`src/rtl/xcvr_pkg.sv`:
```
package xcvr_pkg;

    // Lane state: open/shut = latch enable level, LO/HI = last capture-clock sample
    typedef enum logic [1:0] {
        ST_OPEN_LO = 2'b00,
        ST_OPEN_HI = 2'b01,
        ST_SHUT_LO = 2'b10,
        ST_SHUT_HI = 2'b11
    } lane_state_e;

    // Output-enable polarity of a lane
    typedef enum logic {
        POL_ACT_HIGH = 1'b0,
        POL_ACT_LOW  = 1'b1
    } en_pol_e;

endpackage

```
`src/rtl/lane_fsm.sv`:
```
module lane_fsm
    import xcvr_pkg::*;
(
    input  logic clk,
    input  logic rst_n,
    input  logic le,
    input  logic cp,
    output logic load
);

    lane_state_e state_q;
    lane_state_e state_d;

    // next state: always the current sample of (le, cp)
    always_comb begin
        unique case ({le, cp})
            2'b10:   state_d = ST_OPEN_LO;
            2'b11:   state_d = ST_OPEN_HI;
            2'b01:   state_d = ST_SHUT_HI;
            default: state_d = ST_SHUT_LO;
        endcase
    end

    // state register
    always_ff @(posedge clk or negedge rst_n) begin
        if (!rst_n) state_q <= ST_SHUT_LO;
        else        state_q <= state_d;
    end

    // outputs: follow when open, grab when leaving a high capture-clock state
    always_comb begin
        unique case (state_q)
            ST_OPEN_HI, ST_SHUT_HI: load = le | ~cp;
            ST_OPEN_LO, ST_SHUT_LO: load = le;
            default:                load = le;
        endcase
    end

endmodule

```
`src/rtl/lane_store.sv`:
```
module lane_store #(
    parameter int unsigned W = 18
) (
    input  logic         clk,
    input  logic         load,
    input  logic [W-1:0] d,
    output logic [W-1:0] q
);

    // no reset: contents undefined until first load
    always_ff @(posedge clk) begin
        if (load) q <= d;
    end

endmodule

```
`src/rtl/lane_drive.sv`:
```
module lane_drive
    import xcvr_pkg::*;
#(
    parameter int unsigned W   = 18,
    parameter en_pol_e     POL = POL_ACT_HIGH
) (
    input  logic         en_raw,
    input  logic [W-1:0] q,
    output logic [W-1:0] dout,
    output logic [W-1:0] drv
);

    logic en;

    generate
        if (POL == POL_ACT_LOW) begin : g_low
            assign en = ~en_raw;
        end else begin : g_high
            assign en = en_raw;
        end
    endgenerate

    assign drv  = {W{en}};
    assign dout = q & drv;

endmodule

```
`src/rtl/xcvr_lane.sv`:
```
module xcvr_lane
    import xcvr_pkg::*;
#(
    parameter int unsigned W   = 18,
    parameter en_pol_e     POL = POL_ACT_HIGH
) (
    input  logic         clk,
    input  logic         rst_n,
    input  logic [W-1:0] din,
    input  logic         le,
    input  logic         cp,
    input  logic         en_raw,
    output logic [W-1:0] dout,
    output logic [W-1:0] drv
);

    logic         load;
    logic [W-1:0] held;

    lane_fsm u_fsm (
        .clk  (clk),
        .rst_n(rst_n),
        .le   (le),
        .cp   (cp),
        .load (load)
    );

    lane_store #(.W(W)) u_store (
        .clk (clk),
        .load(load),
        .d   (din),
        .q   (held)
    );

    lane_drive #(.W(W), .POL(POL)) u_drive (
        .en_raw(en_raw),
        .q     (held),
        .dout  (dout),
        .drv   (drv)
    );

endmodule

```
`src/rtl/dual_path_xcvr.sv`:
```
module dual_path_xcvr
    import xcvr_pkg::*;
#(
    parameter int unsigned W = 18
) (
    input  logic         clk,
    input  logic         rst_n,
    input  logic [W-1:0] a_in,
    input  logic [W-1:0] b_in,
    input  logic         le_ab,
    input  logic         cp_ab,
    input  logic         oe_ab,
    input  logic         le_ba,
    input  logic         cp_ba,
    input  logic         oe_ba_n,
    output logic [W-1:0] b_out,
    output logic [W-1:0] b_drv,
    output logic [W-1:0] a_out,
    output logic [W-1:0] a_drv
);

    xcvr_lane #(.W(W), .POL(POL_ACT_HIGH)) u_ab (
        .clk   (clk),
        .rst_n (rst_n),
        .din   (a_in),
        .le    (le_ab),
        .cp    (cp_ab),
        .en_raw(oe_ab),
        .dout  (b_out),
        .drv   (b_drv)
    );

    xcvr_lane #(.W(W), .POL(POL_ACT_LOW)) u_ba (
        .clk   (clk),
        .rst_n (rst_n),
        .din   (b_in),
        .le    (le_ba),
        .cp    (cp_ba),
        .en_raw(oe_ba_n),
        .dout  (a_out),
        .drv   (a_drv)
    );

endmodule

```
`config.mk`:
```
export PLATFORM = sky130hd
export DESIGN_NAME = dual_path_xcvr
export DESIGN_NICKNAME = d
export VERILOG_FILES = /design/src/rtl/xcvr_pkg.sv /design/src/rtl/lane_fsm.sv /design/src/rtl/lane_store.sv /design/src/rtl/lane_drive.sv /design/src/rtl/xcvr_lane.sv /design/src/rtl/dual_path_xcvr.sv
export SDC_FILE = /design/constraint.sdc
export NUM_CORES = 1
export LEC_CHECK = 0
export BUFFER_PORTS_ARGS = -buffer_cell sky130_fd_sc_hd__clkbuf_2
export CAP_MARGIN = 20
export CORE_MARGIN = 2
export CORE_UTILIZATION = 44
export DETAILED_ROUTE_END_ITERATION = 16
export PLACE_DENSITY = 0.89
export SLEW_MARGIN = 20
export SYNTH_ARGS = -nofsm -noshare
export SYNTH_HDL_FRONTEND = slang
export SYNTH_SLANG_ARGS = --single-unit
```
`constraint.sdc`:
```
create_clock -name clk -period 3.8 [get_ports clk]
set_input_delay 0.76 -clock clk [delete_from_list [all_inputs] [get_ports clk]]
set_output_delay 0.76 -clock clk [all_outputs]
set_load 0.01 [all_outputs]
```
==> results.rst <==
.. list-table::
   :header-rows: 1

   * - Metric
     - Value
   * - Max Slew Vio Count
     - 0
   * - Number of buffers added by the clock tree synthesis step
     - 5
   * - Count of warnings emitted by yosys
     - 0
   * - Number of max-cap violations
     - 0
   * - Sequential area share after synthesis
     - around two thirds
   * - Slew at the pin closest to its max-slew limit
     - 0.501 ns
   * - Number of port buffers
     - around 120
   * - Endpoints failing setup
     - 0
   * - Vias after detailed routing
     - 1059
   * - Endpoint required time on the critical path
     - 3.04 ns
   * - Row Count
     - 22
   * - Level count of the clock H-tree
     - 2
   * - DRT Pass-1 Iters
     - 4
   * - Fraction of final layout cells with drive strength greater than 1
     - between 60% and 70%
   * - Number of remaining DRC errors
     - 0
   * - Final worst clock skew
     - between 0.008 and 0.009 ns
   * - Largest cells by area after synthesis
     - edfxtp_1 63%, buf_4 16%, and2_2 6.6%
   * - Post-CTS setup-driven buffer insertion count
     - 0
   * - Area share of the leading cell type in the synthesized netlist
     - between 60% and 70%
   * - Largest voltage drop on the vdd net
     - 0.301 mV
   * - Net count after synthesis
     - ~170
   * - Vias per Instance
     - between 4 and 5
   * - GR Util All Layers
     - 13.6%
   * - Core region area
     - about 0.0037 sq mm
   * - Cell count after synthesis
     - between 100 and 150
   * - Min Tclk post-route
     - ~2.3 ns
   * - RSZ-0062 raised after global routing
     - no
   * - Final Power
     - 0.865 mW
   * - Setup_tns
     - 0 ns
   * - Clock slew at the register clock pins of the worst setup and hold paths
     - 0.06 ns
   * - Avg Synthesized Cell Area
     - 14.1 sq um
   * - Die outline height
     - between 60 and 70 um
   * - Die outline area
     - around 0.0044 sq mm
   * - Most used flip-flop cell after synthesis
     - edfxtp_1
   * - Wirelength, routed
     - between 2000 and 3000 um
   * - Number of nets in the final layout
     - 249
   * - Critical path data arrival time
     - ~1.6 ns
   * - Power density of the placed cells
     - around 400 mW/mm^2
   * - Fin cells
     - 254
   * - Worst slew margin relative to its limit
     - 66.6%
   * - First-pass GRT wire length
     - about 4200 um
   * - Commonest cells in the netlist
     - 36 x buf_4, 36 x edfxtp_1, 15 x and2_2
   * - Critical-path maximum fanout
     - 19
   * - Number of antenna-violating nets in the routed design
     - 0
   * - Pleak
     - roughly 1.1 nW
   * - Worst Hold Class
     - in -> async
   * - PnR worst setup slack
     - 1.45 ns
   * - Async set-reset flop share out of synthesis
     - 5.26%
   * - Critical path start-end classification
     - in -> out
   * - Worst reg2reg endpoint
     - u_ab.u_store.q[15]$_DFFE_PP_
   * - Post-CTS sizing
     - 0
   * - Number of placed instances, taps included
     - ~250
   * - GP Congestion
     - a little over 0.7
   * - Worst-case register-to-register setup slack
     - 2.76 ns
   * - Cell taking the most area after synthesis
     - edfxtp_1
   * - Number of distinct library cell variants in the gate-level netlist after synthesis
     - 11
   * - Result of the run
     - finished clean
   * - Via count of the first global-routing pass
     - 880
   * - Total standard cell area after synthesis
     - 0.00171 sq mm
   * - Final antenna diode count
     - 0
   * - Die extent in x
     - between 60 and 70 um
   * - Post-cts hold buffer count
     - 0
   * - Source of the critical timing path
     - oe_ba_n
   * - Number of synthesized register bits
     - 38
   * - DPL Wire Length
     - about 2500 um
   * - Iteration-0 DRC count of the detailed router
     - 22
   * - Clk sink count
     - 38
   * - Overall overflow remaining after global route
     - 0
   * - Filler Cell Count
     - between 300 and 400
   * - Number of synthesized flops with an enable pin
     - 36
   * - Maximum number of pins on one net before global-route repair
     - 37
   * - Final Hold Vio Count
     - 0
   * - Layout overhead on the synthesized area
     - 25.2%
   * - Reg2Reg Depth
     - 3
   * - Buffer depth of the longest clock path
     - 2
   * - Worst setup EP type
     - output pin
   * - Worst Hold Margin
     - about 0.26 ns
   * - Timing-limited maximum frequency
     - 426 MHz
   * - Kind of launch point of the worst setup path
     - input pin
   * - Starting density of the core
     - a little under half
   * - Routed wire length per instance
     - 11.8 um
   * - TritonCTS clock tree
     - done
   * - Number of antenna violations at the first check in global routing
     - 0
   * - I/O pin total
     - around 120
   * - Beginning of the worst register-to-register path
     - u_ab.u_fsm.state_q[0]$_DFF_PN0_
   * - Skew-Pair Late Insertion Delay
     - between 0.2 and 0.3 ns
   * - Period utilisation layout
     - between 60% and 70%
   * - Cell chosen for the clock root
     - clkbuf_8
   * - Worst slack at placement
     - 1.41 ns
[worst max path at each step]
stage                                              to  slack, ns  cells after the start
after global routing                        a_drv[13]       1.33                      3
after global placement                       a_drv[0]       1.50                      3
after floorplan           u_ab.u_store.q[0]$_DFFE_PP_       1.29                      1
after detailed placement                    a_drv[13]       1.41                      3
final                                       a_drv[13]       1.45                      3
after CTS                                   a_drv[13]       1.41                      3
[through the flow]
| step | area, sq um | util [%] |
|---|---|---|
| 6_report | 2140 | 58.1 |
| 5_1_grt | 2140 | 58.1 |
| 4_1_cts | 2140 | 58.1 |
| 3_5_place_dp | 2060 | 55.9 |
| 3_3_place_gp | 2060 | 55.9 |
| 2_1_floorplan | 1710 | - |
[area by class of cell]
class / instances / area (sq um) / area share, %
clock buffer: 6 / 72.6 / 3.39
multi-input combinational: 38 / 262 / 12.2
timing repair buffer: 117 / 591 / 27.6
sequential: 38 / 1130 / 52.8
tap: 48 / 60.1 / 2.80
clock inverter: 2 / 8.76 / 0.409
inverter: 5 / 18.8 / 0.876
[metal layers]
layer	global-route usage [%]	vias to the layer above	share of wire, %
li1	-	525	-
met1	13.7	478	34
met2	25.4	51	58
met3	4.43	5	7.0
met4	5.36	0	1.3
met5	0	-	0
[cells by family after synthesis]
| kind of cell | synth area share (%) |
|---|---|
| buffers and inverters | 18.6 |
| flip-flops | 66.1 |
| AND/OR/NAND/NOR | 14.7 |
| AO/OA/AOI/OAI | 0.585 |
[sequential cells by signal (all words and copies together) (netlist names)]
signal	count
u_ab.u_fsm.state_q	1
u_ab.u_store.q	18
u_ba.u_fsm.state_q	1
u_ba.u_store.q	18
[worst max-delay path: stages]
cell and delay (ns):
clkbuf_2 0.22, inv_1 0.38, clkbuf_2 0.22
[power by group]
part           internal [mW]  switching, mW  total (mW)
sequential             0.490        0.00547       0.496
clock                  0.126          0.119       0.245
combinational         0.0576         0.0664       0.124
[placed cells by master (no fill, tap or decap)]
cell and instances:
inv_1 5, clkbuf_2 115, dfrtp_1 2, and2_2 15, edfxtp_1 36, clkinv_2 1
clkbuf_8 5, and2b_1 6, o21ai_1 2, clkinv_1 1, clkbuf_1 1, and2_1 3
buf_4 2, nor2b_1 12
(Power assumes the default switching activity.)
